File: config.mk
export PLATFORM = sky130hd
export DESIGN_NAME = usb_ep0_out_ctrl
export DESIGN_NICKNAME = d
export VERILOG_FILES = /design/src/rtl/ep0o_pkg.sv /design/src/rtl/ep0o_toggle.sv /design/src/rtl/ep0o_nak.sv /design/src/rtl/ep0o_hs_sel.sv /design/src/rtl/usb_ep0_out_ctrl.sv
export SDC_FILE = /design/constraint.sdc
export NUM_CORES = 1
export LEC_CHECK = 0
export ABC_AREA = 1
export BUFFER_PORTS_ARGS = -buffer_cell sky130_fd_sc_hd__buf_2
export CORE_AREA = 4 4 41 43
export CTS_BUF_LIST = sky130_fd_sc_hd__clkbuf_4 sky130_fd_sc_hd__clkbuf_8
export CTS_CLUSTER_DIAMETER = 80
export CTS_CLUSTER_SIZE = 12
export DETAILED_ROUTE_END_ITERATION = 10
export DIE_AREA = 0 0 45 47
export MAX_ROUTING_LAYER = met4
export SKIP_LAST_GASP = 1
export SLEW_MARGIN = 20
export SYNTH_ARGS = -nofsm -noshare
export SYNTH_HDL_FRONTEND = slang
export SYNTH_SLANG_ARGS = --single-unit
File: constraint.sdc
create_clock -name clk -period 1.6 [get_ports clk]
set_input_delay 0.16 -clock clk [delete_from_list [all_inputs] [get_ports clk]]
set_output_delay 0.16 -clock clk [all_outputs]
set_load 0.02 [all_outputs]
File: src/rtl/ep0o_pkg.sv
package ep0o_pkg;
  typedef enum logic [1:0] {
    HS_ACK   = 2'b00,
    HS_NAK   = 2'b01,
    HS_STALL = 2'b10
  } hs_e;

  localparam int B_AUTO  = 7;
  localparam int B_TOG   = 4;
  localparam int B_TSET  = 3;
  localparam int B_TCLR  = 2;
  localparam int B_NAK   = 1;
  localparam int B_STALL = 0;
endpackage

File: src/rtl/ep0o_toggle.sv
module ep0o_toggle (
  input  logic clk,
  input  logic rst,
  input  logic set_stb,
  input  logic clr_stb,
  input  logic adv,
  output logic tog
);
  always_ff @(posedge clk) begin
    if (rst)          tog <= 1'b0;
    else if (clr_stb) tog <= 1'b0;
    else if (set_stb) tog <= 1'b1;
    else if (adv)     tog <= ~tog;
  end
endmodule

File: src/rtl/ep0o_nak.sv
module ep0o_nak (
  input  logic clk,
  input  logic rst,
  input  logic wr,
  input  logic wbit,
  input  logic busy,
  input  logic ok_end,
  input  logic setup_end,
  input  logic auto_en,
  input  logic protect,
  output logic nak
);
  logic pend;
  logic set_now;
  logic clr_now;

  always_comb begin
    set_now = setup_end
            | (ok_end & auto_en)
            | (wr & wbit & ~busy)
            | (pend & ~busy);
    clr_now = wr & ~wbit & ~protect;
  end

  always_ff @(posedge clk) begin
    if (rst) begin
      nak  <= 1'b0;
      pend <= 1'b0;
    end else begin
      if (set_now)      nak <= 1'b1;
      else if (clr_now) nak <= 1'b0;

      if (wr & wbit & busy)  pend <= 1'b1;
      else if (~busy)        pend <= 1'b0;
      else if (clr_now)      pend <= 1'b0;
    end
  end
endmodule

File: src/rtl/ep0o_hs_sel.sv
module ep0o_hs_sel #(
  parameter int FIFO_AW = 7,
  parameter int MAX_PKT = 64
) (
  input  logic               clk,
  input  logic               rst,
  input  logic               stall,
  input  logic               nak,
  input  logic [FIFO_AW-1:0] room,
  output ep0o_pkg::hs_e      hs
);
  import ep0o_pkg::*;
  localparam logic [FIFO_AW-1:0] NEED = FIFO_AW'(MAX_PKT);

  always_ff @(posedge clk) begin
    if (rst)                      hs <= HS_ACK;
    else if (stall)               hs <= HS_STALL;
    else if (nak || room < NEED)  hs <= HS_NAK;
    else                          hs <= HS_ACK;
  end
endmodule

File: src/rtl/usb_ep0_out_ctrl.sv
module usb_ep0_out_ctrl #(
  parameter int FIFO_AW = 7,
  parameter int MAX_PKT = 64
) (
  input  logic               clk,
  input  logic               rst,
  input  logic               cpu_wr,
  input  logic [7:0]         cpu_wdata,
  output logic [7:0]         cpu_rdata,
  input  logic               xact_busy,
  input  logic               xact_ok,
  input  logic               setup_end,
  input  logic               tog_adv,
  input  logic               nak_protect,
  input  logic [FIFO_AW-1:0] fifo_room,
  output logic [1:0]         hs_sel
);
  import ep0o_pkg::*;

  logic auto_en, stall_q, tog, nak;
  hs_e  hs;

  always_ff @(posedge clk) begin
    if (rst) begin
      auto_en <= 1'b0;
      stall_q <= 1'b0;
    end else if (cpu_wr) begin
      auto_en <= cpu_wdata[B_AUTO];
      stall_q <= cpu_wdata[B_STALL];
    end
  end

  ep0o_toggle u_tog (
    .clk(clk), .rst(rst),
    .set_stb(cpu_wr & cpu_wdata[B_TSET]),
    .clr_stb(cpu_wr & cpu_wdata[B_TCLR]),
    .adv(tog_adv), .tog(tog)
  );

  ep0o_nak u_nak (
    .clk(clk), .rst(rst), .wr(cpu_wr), .wbit(cpu_wdata[B_NAK]),
    .busy(xact_busy), .ok_end(xact_ok), .setup_end(setup_end),
    .auto_en(auto_en), .protect(nak_protect), .nak(nak)
  );

  ep0o_hs_sel #(.FIFO_AW(FIFO_AW), .MAX_PKT(MAX_PKT)) u_hs (
    .clk(clk), .rst(rst), .stall(stall_q), .nak(nak),
    .room(fifo_room), .hs(hs)
  );

  always_comb begin
    cpu_rdata         = 8'h00;
    cpu_rdata[B_AUTO] = auto_en;
    cpu_rdata[B_TOG]  = tog;
    cpu_rdata[B_NAK]  = nak;
    cpu_rdata[B_STALL]= stall_q;
  end

  assign hs_sel = hs;
endmodule

After elaboration in Yosys (flattened, before gate mapping)
Cells that the tools add are included.

Flip-flop bits (word level): 7. Input bits: 23. Output and inout bits: 10. Logic and storage cells: 38.

Magnitude comparators: 1. Equality and inequality tests: 1. Mux-type cells: 8. Bitwise gates (word level): 16. Reduce and logical (&&, ||, !) cells: 5.

Operators with widths (count): bitwise AND 1 bit (9); less-than comparator 7 bit (second input constant) (1); two-way mux 1 bit (7); NOT 1 bit (4); nonzero test 2 bit (2); OR reduction 2 bit (2); inequality test 3 x 1 -> 1 bit (second input constant) (1); OR 1 bit (3); two-way mux 2 bit (1); logical OR 1 bit (1).

Longest topological paths before layout
Gate-level depths: netlist (run 1).

Word-level depth: 6. Gate-level depth with buffers: 6. Depth with buffers taken out: 6.

Modules after synthesis
A second synthesis (run 1) with hierarchy kept.

Cell total of the unflattened synthesis: 63. Area total of the unflattened synthesis: 390.4 sq um.

By module, submodules not included: usb_ep0_out_ctrl (instances 1, cells an instance 26, area each 160.2 sq um, sequential area each 40.0 sq um); ep0o_nak (instances 1, cells an instance 18, area each 106.4 sq um, sequential area each 40.0 sq um); ep0o_hs_sel (instances 1, cells an instance 9, area each 66.3 sq um, sequential area each 40.0 sq um); ep0o_toggle (instances 1, cells an instance 10, area each 57.6 sq um, sequential area each 20.0 sq um).

Worst setup path after synthesis (run 1)
Ideal clock, no wire load.

Kind: register to register. From: register auto_en. To: register u_nak.nak. Library setup time: 109 ps. Arrival time: 561 ps. Required time: 1491 ps. Path slack: 930 ps. Cell stages (with the launch flop): 5. Buffers on the path: 0. Period minus slack after synthesis: 670 ps. Cell sequence: dfxtp_1 -> a21oi_1 -> nand3_1 -> nand2_1 -> inv_1.

Longest elaborated chain between the ends: 5. Elaborated cells on any way between the ends: 6. Classes of those cells: 1 x mux; 4 x bitwise; 1 x reduce/logical.

Ends and longest elaborated chain: start, declared (RTL line usb_ep0_out_ctrl.sv:20) `logic auto_en, stall_q, tog, nak;`; start signal, assigned (RTL line usb_ep0_out_ctrl.sv:28) `auto_en <= cpu_wdata[B_AUTO];`; bitwise AND 1 bit (*) (RTL line ep0o_nak.sv:19) `| (ok_end & auto_en)`; OR 1 bit (*) (RTL line ep0o_nak.sv:19); OR 1 bit (*) (RTL line ep0o_nak.sv:20) `| (wr & wbit & ~busy)`; OR 1 bit (*) (RTL line ep0o_nak.sv:21) `| (pend & ~busy);`; two-way mux 1 bit / nonzero test 2 bit (equally long branches); end signal, assigned (RTL line ep0o_nak.sv:27) `nak <= 1'b0;`; end signal, assigned (RTL line ep0o_nak.sv:30) `if (set_now) nak <= 1'b1;`; end signal, assigned (RTL line ep0o_nak.sv:31) `else if (clr_now) nak <= 1'b0;`; end, declared (RTL line ep0o_nak.sv:11) `output logic nak`.

Mark *: on every way between the ends. The rest lies on a longest branch, timed or not. A chain may end at the register's enable or synchronous reset.

Final worst setup path (run 1)
From: register stall_q. To: output port cpu_rdata[0].

RTL lines: start, declared (RTL line usb_ep0_out_ctrl.sv:20); start signal, assigned (RTL line usb_ep0_out_ctrl.sv:29) `stall_q <= cpu_wdata[B_STALL];`; end, declared (RTL line usb_ep0_out_ctrl.sv:9) `output logic [7:0] cpu_rdata,`.

No word-level cell between the ends.

==> flow_summary.ini, run 1 <==
[sta]
fin_crit_sh_pct = 57.73
drv_slew = 0
rsz0062_at_grt = no
timing.setup.tns_ps = 0
clock-skew-final_ps = 4.531
setup_viol = 0
hold_viol = 0
min_period_ps = 923.7
max_freq_mhz = 1083

[clocking]
cts.sinks = 7
cts_tree = done
htreeDepth = 1
postCtsHoldBufs = 0
clk_pin_slew_ps = 50
cts-resized-gates = 0
post_cts_buffers = 0
cts_root_buffer = clkbuf_4
clk_latency_ps = 250
cts_buffers = 3
clock_path_buffers = 2

[worst_setup_path]
required_ps = 1440
cp_num_buf_inv = 1
cp-start-kind = register
cpPeakStageDelay_ps = 340
crit_family = flip-flops
cp_max_fo = 3
critPathKind = register to primary output
cpMaxStageDelayCell = dfxtp_1
worst_setup_path_end_kind = primary output
cp_cell_sequence = buf_2
critPathArrivalTime_ps = 760

[synth]
ys_seq_elements = 7
syn-cell-area_um2 = 350.3
synthCells = 50
synth_cell_types = 11
synth_top_area_share_pct = 40.00
synth_area_leaders = dfxtp_1 (40%), buf_4 (17%), inv_1 (12%)
ys_seq_area_share_pct = 40.00
synth.avg_cell_area_um2 = 7.007
yosysWarnings = 0
synth_top_area_cell = dfxtp_1

[floorplanning]
io_pins = 33
die_area_um2 = 2115
coreArea_um2 = 1301
num_rows = 13
die_w_um = 45
fp.dieH_um = 47
initial_core_util_pct = 26.92

[final_layout]
drive_gt1_share_pct = 35.29
fin_util_pct = 34.23
final_nets = 92
diodes = 0
final_common_cell = buf_2
fillerInstances = 163
mostFrequentLayoutCells = buf_2 (19), inv_1 (11), nand2_1 (7), dfxtp_1 (7)
area_growth_pct = 27.14

[routing]
avgRoutedWirePerCell_um = 8.277
ant_nets = 0
firstDrtPassIters = 3
drt-initial-drc-count = 3
drc_errors = 0
num_vias = 335
vias_per_cell = 4.036
wirelength_um = 687

[grt]
grt_max_degree = 7
track_usage_pct = 7.680
grt_pass1_wl_mm = 1.035
grt_pass1_vias = 282
overflow = 0
antenna_found_initial = 0

[placement]
portBuffers = 19
dp_hpwl_um = 576
gp_congestion = 0.6745

[run]
maxCapViolCount = 0

[power_and_ir_drop]
power_leakage_nw = 0.2721
irDropWorstVdd_mv = 0.3036
p_total_w = 0.0004483
powerDensity_nw_per_um2 = 1006

[outcome]
outcome = completed

[worst_hold_path]
hold_class = input pin to register
[worst register-to-register path: cells and delay by family, from the launching register on]
kind                   cells  cell delay [ps]
AND/OR/NAND/NOR            2              150
buffers and inverters      1               30
AO/OA/AOI/OAI              1              130
flip-flops                 1              310
[path summary, 6_finish.rpt]
path / from / to / slack [ps] / cells past startpoint
worst max-delay path: stall_q / cpu_rdata[0] / 680 / 1
worst min register to register: stall_q / u_hs.hs[0] / 440 / 1
worst min-delay path: fifo_room[6] / u_hs.hs[0] / 80 / 2
worst max register to register: auto_en / u_nak.nak / 880 / 4
[logic make-up after synthesis]
kind of cell / count (synthesis) / share of synthesized area, %
compound gates: 8 / 12.14
simple gates: 15 / 17.86
buf+inv: 19 / 28.93
flops: 7 / 40.00
other cells: 1 / 1.070
[synthesized netlist by cell type]
cell type / n
o21ai_0: 3
nor2_1: 4
dfxtp_1: 7
a211oi_1: 1
nand2_1: 7
buf_4: 8
conb_1: 1
nand2_2: 1
a21oi_1: 4
nand3_1: 3
inv_1: 11
[state kept, by name (all words and copies together) (netlist names)]
| name | count |
|---|---|
| u_nak.nak | 1 |
| u_hs.hs | 2 |
| u_tog.tog | 1 |
| u_nak.pend | 1 |
| stall_q | 1 |
| auto_en | 1 |
[per-layer routing]
| metal | global-route usage, % | routed length (um) |
|---|---|---|
| met3 | 3.831 | 107 |
| met5 | - | 0 |
| met4 | 8.772 | 25 |
| met1 | 6.849 | 249 |
| met2 | 11.02 | 304 |
[layout make-up]
class | instances | area, um2 | share of cell area [%]
sequential | 7 | 140.1 | 31.46
inverter | 11 | 41.29 | 9.270
clock buffer | 4 | 30.03 | 6.742
timing repair buffer | 19 | 95.09 | 21.35
multi-input combinational | 27 | 120.1 | 26.97
tap | 15 | 18.77 | 4.213
[metrics by stage]
step	worst slack (ps)	cells	area (um2)	hold WS (ps)
3_3_place_gp	856.2	79	415.4	347.4
5_1_grt	610.0	83	445.4	81.08
6_report	676.3	83	445.4	78.23
2_1_floorplan	930.1	53	361.6	232.4
4_1_cts	663.3	83	445.4	72.26
3_5_place_dp	847.8	79	415.4	349.8
[power breakdown]
part | total (W) | internal, W | switching [W] | leakage [nW]
clock network | 0.000178 | 0.000112 | 0.0000662 | 0.0184
logic | 0.0000778 | 0.0000296 | 0.0000483 | 0.196
registers | 0.000192 | 0.000186 | 0.00000560 | 0.0581
total | 0.000448 | 0.000328 | 0.000120 | 0.272
(Power assumes the default switching activity.)
==> run 2, diff against run 1 <==
--- a/config.mk
+++ b/config.mk
@@ -5,7 +5,7 @@
 export SDC_FILE = /design/constraint.sdc
 export NUM_CORES = 1
 export LEC_CHECK = 0
-export ABC_AREA = 1
+export ABC_AREA = 0
 export BUFFER_PORTS_ARGS = -buffer_cell sky130_fd_sc_hd__buf_2
 export CORE_AREA = 4 4 41 43
 export CTS_BUF_LIST = sky130_fd_sc_hd__clkbuf_4 sky130_fd_sc_hd__clkbuf_8
==> constraint.sdc (replaced) <==
create_clock -name clk -period 0.8 [get_ports clk]
set_input_delay 0.08 -clock clk [delete_from_list [all_inputs] [get_ports clk]]
set_output_delay 0.08 -clock clk [all_outputs]
set_load 0.02 [all_outputs]
==> run 2 against run 1 <==
- via count down 7.2%
- utilization up 6.2 points
- critical path depth up 1
- count of clock-buffer cells in the layout unchanged
- routed wire length up 16%
- the run now ends with negative setup slack left
- setup slack worse by 750 ps
==> flow_summary.ini, run 2 <==
[final_layout]
fillerInstances = 148
area_growth_pct = 54.98
diodes = 0
largest-register = u_hs.hs
largest_reg_flops = 2
final_common_cell = buf_2
final_nets = 82
drive_gt1_share_pct = 63.79
mostFrequentLayoutCells = buf_2 (13), dfxtp_2 (6), buf_6 (6)

[synth]
yosys-top-cells-count = buf_4 (9), dfxtp_1 (7), nor2_1 (3)
synth.avg_cell_area_um2 = 9.164
synth_cell_types = 19
synth_top_area_share_pct = 41.33
synth_top_area_cell = dfxtp_1
ys_seq_area_share_pct = 41.33
synthCells = 37
synthMostInstantiatedCell = buf_4
synthFlopType = dfxtp_1
synth_area_leaders = dfxtp_1 (41%), buf_4 (20%), mux2i_1 (5.9%)
synth-edff-count = 0
syn-cell-area_um2 = 339.1
yosysWarnings = 0
synth-async-reset-ratio_pct = 0
ys_seq_elements = 7

[worst_setup_path]
r2r_slack_ps = -40
critPathKind = register to primary output
cp-start-kind = register
worst_setup_path_end_kind = primary output
required_ps = 720
critPathArrivalTime_ps = 800
cp_max_fo = 2

[routing]
drc_errors = 0
top_layer_used = met4
routedLengthMet1_um = 311
drt-initial-drc-count = 1
avgRoutedWirePerCell_um = 10.90
met3WireLength_um = 65
ant_nets = 0
vias_per_cell = 4.260
wirelength_um = 796
num_vias = 311
firstDrtPassIters = 2
met2_length_um = 414

[sta]
timing.setup.tns_ps = -119.5
setup_viol = 3
rsz0062_at_grt = yes
clock-skew-final_ps = 2.331
max_freq_mhz = 1139
hold_viol = 0
min_period_ps = 877.6
drv_slew = 0
setup_ws_ps = -77.65
fin_crit_sh_pct = 109.7

[clocking]
htreeDepth = 1
clk_latency_ps = 250
cts_buffers = 3
cts_tree = done
cts.sinks = 7
clk_pin_slew_ps = 50
cts_root_buffer = clkbuf_4
clock_path_buffers = 2
postCtsHoldBufs = 1

[floorplanning]
fp.dieH_um = 47
coreArea_um2 = 1301
num_rows = 13
initial_core_util_pct = 26.06
die_w_um = 45
die_area_um2 = 2115
io_pins = 33

[worst_hold_path]
hold_class = input pin to register

[placement]
gp_congestion = 0.6677
preCtsSetupSlack_ps = -40.59
portBuffers = 19
dp_hpwl_um = 595.2

[grt]
grt_max_degree = 7
overflow = 0
antenna_found_initial = 0
grt_pass1_vias = 306
track_usage_pct = 9.158
grt_pass1_wl_mm = 1.207

[power_and_ir_drop]
irDropWorstVdd_mv = 0.5252
power_leakage_nw = 0.2554
powerDensity_nw_per_um2 = 1860

[outcome]
outcome = finished with violations
violations = negative setup slack

[run]
maxCapViolCount = 0
[run 2: area by class of cell]
type | instances | area [um2] | share of cell area [%]
repair buffers | 24 | 172.7 | 32.86
flip-flops and latches | 7 | 147.6 | 28.10
well taps | 15 | 18.77 | 3.571
inverters | 1 | 3.754 | 0.7143
clock buffers | 4 | 30.03 | 5.714
multi-input cells | 22 | 152.6 | 29.05
[run 2: kinds of logic (layout without fill, tap and decap cells)]
kind of cell	after synthesis	count (layout)	share of synthesized area [%]
flops	7	7	41.33
buf+inv	11	29	22.51
mux	2	2	5.904
simple gates	9	9	14.03
other cells	1	4	1.106
compound gates	6	6	12.55
xor+xnor	1	1	2.583
[run 2: metrics by stage]
| stage | utilization (%) | instances | total power [W] | hold WS [ps] | area, um2 |
|---|---|---|---|---|---|
| 3_5_place_dp | 31.83 | 67 | 0.0005662 | 267.4 | 414.1 |
| 3_3_place_gp | 31.83 | 67 | 0.0005636 | 269.8 | 414.1 |
| 4_1_cts | 38.17 | 73 | 0.0009739 | 3.306 | 496.7 |
| 5_1_grt | 40.38 | 73 | 0.001032 | -0.5074 | 525.5 |
| 6_report | 40.38 | 73 | 0.0009777 | 1.079 | 525.5 |
| 2_1_floorplan | - | 40 | 0.0005330 | 181.1 | 350.3 |
[run 2: layer usage]
layer,vias to the layer above,global-route usage (%)
met4,0,10.53
met5,-,-
li1,155,-
met3,2,3.831
met1,142,8.238
met2,12,13.56
[run 2: path summary, 6_finish.rpt]
kind / depth (start not counted) / endpoint / start
min reg2reg: 2 / u_hs.hs[0] / u_nak.nak
max: 2 / cpu_rdata[7] / auto_en
max reg2reg: 3 / u_nak.nak / u_nak.pend
min: 2 / u_tog.tog / cpu_wdata[2]
[run 2: where the power goes]
group          internal [W]  leakage [nW]  switching, W
clock network      0.000225        0.0184      0.000137
registers          0.000378        0.0599     0.0000154
logic              0.000116         0.177      0.000106
total              0.000719         0.255      0.000258
[run 2: critical path: stages (launching register included)]
cell and delay (ps):
dfxtp_2 320, buf_6 110, buf_6 120
[run 2: repair_timing]
action | in CTS | in global routing
setup endpoints to repair | 5 | 9
buffers inserted | 1 | 0
pin swaps | 1 | 2
gates resized for setup | 14 | 7
hold endpoints to repair | 1 | 1
==> run 3, diff against run 2 <==
--- a/config.mk
+++ b/config.mk
@@ -18,4 +18,5 @@
 export SLEW_MARGIN = 20
 export SYNTH_ARGS = -nofsm -noshare
 export SYNTH_HDL_FRONTEND = slang
+export SYNTH_HIERARCHICAL = 1
 export SYNTH_SLANG_ARGS = --single-unit
==> constraint.sdc (replaced) <==
create_clock -name clk -period 0.9 [get_ports clk]
set_input_delay 0.09 -clock clk [delete_from_list [all_inputs] [get_ports clk]]
set_output_delay 0.09 -clock clk [all_outputs]
set_load 0.02 [all_outputs]
==> run 3 against run 2 <==
- the run now ends clean
- clock power decreased by 15%
- clock skew barely moved
- cell area is 15% lower
- sequential power decreased by 12%
- synthesized cell count is the same
- combinational power shrank 33%
- via count decreased by 11%
- flip-flop and latch count did not move
- highest routed layer is now met3
==> flow_summary.ini, run 3 <==
[outcome]
outcome = completed

[routing]
wirelength_um = 623
firstDrtPassIters = 2
drc_errors = 0
vias_per_cell = 3.971
avgRoutedWirePerCell_um = 8.900
num_vias = 278
drt-initial-drc-count = 4
ant_nets = 0

[synth]
synthFlopType = dfxtp_1
syn-cell-area_um2 = 345.3
synth_cell_types = 17
yosysWarnings = 6
synth-async-reset-ratio_pct = 0
synth-edff-count = 0
synth_area_leaders = dfxtp_1 (41%), buf_4 (17%), mux2i_1 (5.8%)
ys_seq_elements = 7
yosys-top-cells-count = buf_4 (8), dfxtp_1 (7), nor2_1 (4)
synth_top_area_share_pct = 40.58
ys_seq_area_share_pct = 40.58
synth.avg_cell_area_um2 = 9.333
synthMostInstantiatedCell = buf_4
synth_top_area_cell = dfxtp_1
synthCells = 37

[worst_hold_path]
hold_class = input pin to register
hold_end = u_hs/hs[0]
worstHoldStart = fifo_room[6]
whs_path_depth = 2

[grt]
grt_pass1_wl_um = 917
grt_pass1_vias = 241
overflow = 0
antenna_found_initial = 0
grt_max_degree = 10
track_usage_pct = 6.628

[worst_setup_path]
cpPeakStageDelay_ps = 340
cp_max_fo = 3
r2r-end = u_nak/nak
cp-start-kind = register
critPathKind = register to primary output
required_ps = 810
critPathArrivalTime_ps = 750
worst_setup_path_end_kind = primary output
r2r_slack_ps = 90
cp_cell_sequence = buf_2
crit_family = flip-flops
r2r_cells = 3
cp_num_buf_inv = 1
cpMaxStageDelayCell = dfxtp_1
r2r_start = u_nak/pend

[final_layout]
diodes = 0
design_area_um2 = 446.7
area_growth_pct = 29.35
largest-register = u_hs/hs
final_common_cell = buf_2
mostFrequentLayoutCells = buf_2 (17), dfxtp_1 (6), nor2_1 (4), conb_1 (4), clkbuf_4 (4)
drive_gt1_share_pct = 49.09
largest_reg_flops = 2
final_nets = 79

[power_and_ir_drop]
seqPwrFrac_pct = 43.2
power_leakage_nw = 0.2277
switching_share_pct = 25.12
intPower_w = 0.0005991
powerDensity_nw_per_um2 = 1791
p_sw_w = 0.0002010
irDropWorstVdd_mv = 0.5960
pwr-share-clk_pct = 38.2
power_frac_comb_pct = 18.6

[clocking]
cts_root_buffer = clkbuf_4
clock_path_buffers = 2
post_cts_buffers = 0
clk_latency_ps = 240
cts_buffers = 3
cts_tree = done
clk_pin_slew_ps = 50
cts.sinks = 7
htreeDepth = 1

[placement]
preCtsSetupSlack_ps = 103.0
gp_congestion = 0.6053
portBuffers = 19
dpl_cell_area_um2 = 410.4

[sta]
clock-skew-final_ps = 2.717
timing.setup.tns_ps = 0
rsz0062_at_grt = no
fin_crit_sh_pct = 93.80
max_freq_mhz = 1184
setup_ws_ps = 55.76
min_period_ps = 844.2
drv_slew = 0
hold_viol = 0
setup_viol = 0

[floorplanning]
fp.dieH_um = 47
coreArea_um2 = 1301
io_pins = 33
die_area_um2 = 2115
die_w_um = 45
num_rows = 13
initial_core_util_pct = 26.54

[run]
maxCapViolCount = 0
[run 3: layout make-up]
class / count / area (um2)
Tap cell: 15 / 18.77
Timing Repair Buffer: 19 / 100.1
Multi-Input combinational cell: 24 / 152.6
Sequential cell: 7 / 141.4
Inverter: 1 / 3.754
Clock buffer: 4 / 30.03
Fill cell: 147 / 854.6
[run 3: power groups by stage]
stage	Clock (W)	Sequential, W	Combinational [W]
5_1_grt	0.000339	0.000349	0.000164
6_report	0.000306	0.000346	0.000149
3_3_place_gp	0	0.000351	0.000145
2_1_floorplan	0	0.000358	0.000110
3_5_place_dp	0	0.000352	0.000146
4_1_cts	0.000318	0.000345	0.000147
[run 3: stage by stage]
stage | total power [W] | utilization [%] | std cells | hold slack [ps]
3_3_place_gp | 0.0004960 | 31.54 | 66 | 286.1
5_1_grt | 0.0008529 | 34.33 | 70 | 26.80
6_report | 0.0008002 | 34.33 | 70 | 28.61
4_1_cts | 0.0008099 | 33.85 | 70 | 24.81
3_5_place_dp | 0.0004975 | 31.54 | 66 | 288.7
2_1_floorplan | 0.0004682 | - | 40 | 154.6
[run 3: worst max path at each step]
stage                from      endpoint  slack [ps]  depth (start not counted)
2_1_floorplan  u_nak/pend     u_nak/nak         130                          3
3_3_place_gp   u_nak/pend     u_nak/nak         110                          3
3_5_place_dp   u_nak/pend     u_nak/nak         100                          3
4_1_cts           stall_q  cpu_rdata[0]           2                          1
5_1_grt         u_nak/nak  cpu_rdata[1]         0.3                          1
6_report          auto_en  cpu_rdata[7]          60                          1
[run 3: timing repair]
action                                 CTS  global route
setup endpoints to repair                0             2
endpoints found under the hold margin    0             0
gates resized for setup                  0             3
hold buffers                             0             0
[run 3: per-layer routing]
layer  wire (um)  global-route usage [%]  share of wire, %
met5           0                       -                 0
met4           0                   7.018                 0
met3          37                   2.299               5.9
met2         359                   10.17                58
met1         226                   6.193                36
[run 3: logic make-up after synthesis]
kind of cell | share of synthesized area, %
AOI/OAI and AO/OA | 13.41
other | 1.086
buffers and inverters | 18.48
muxes | 5.797
xor gates and xnor gates | 2.537
DFF | 40.58
and+or+nand+nor | 18.12
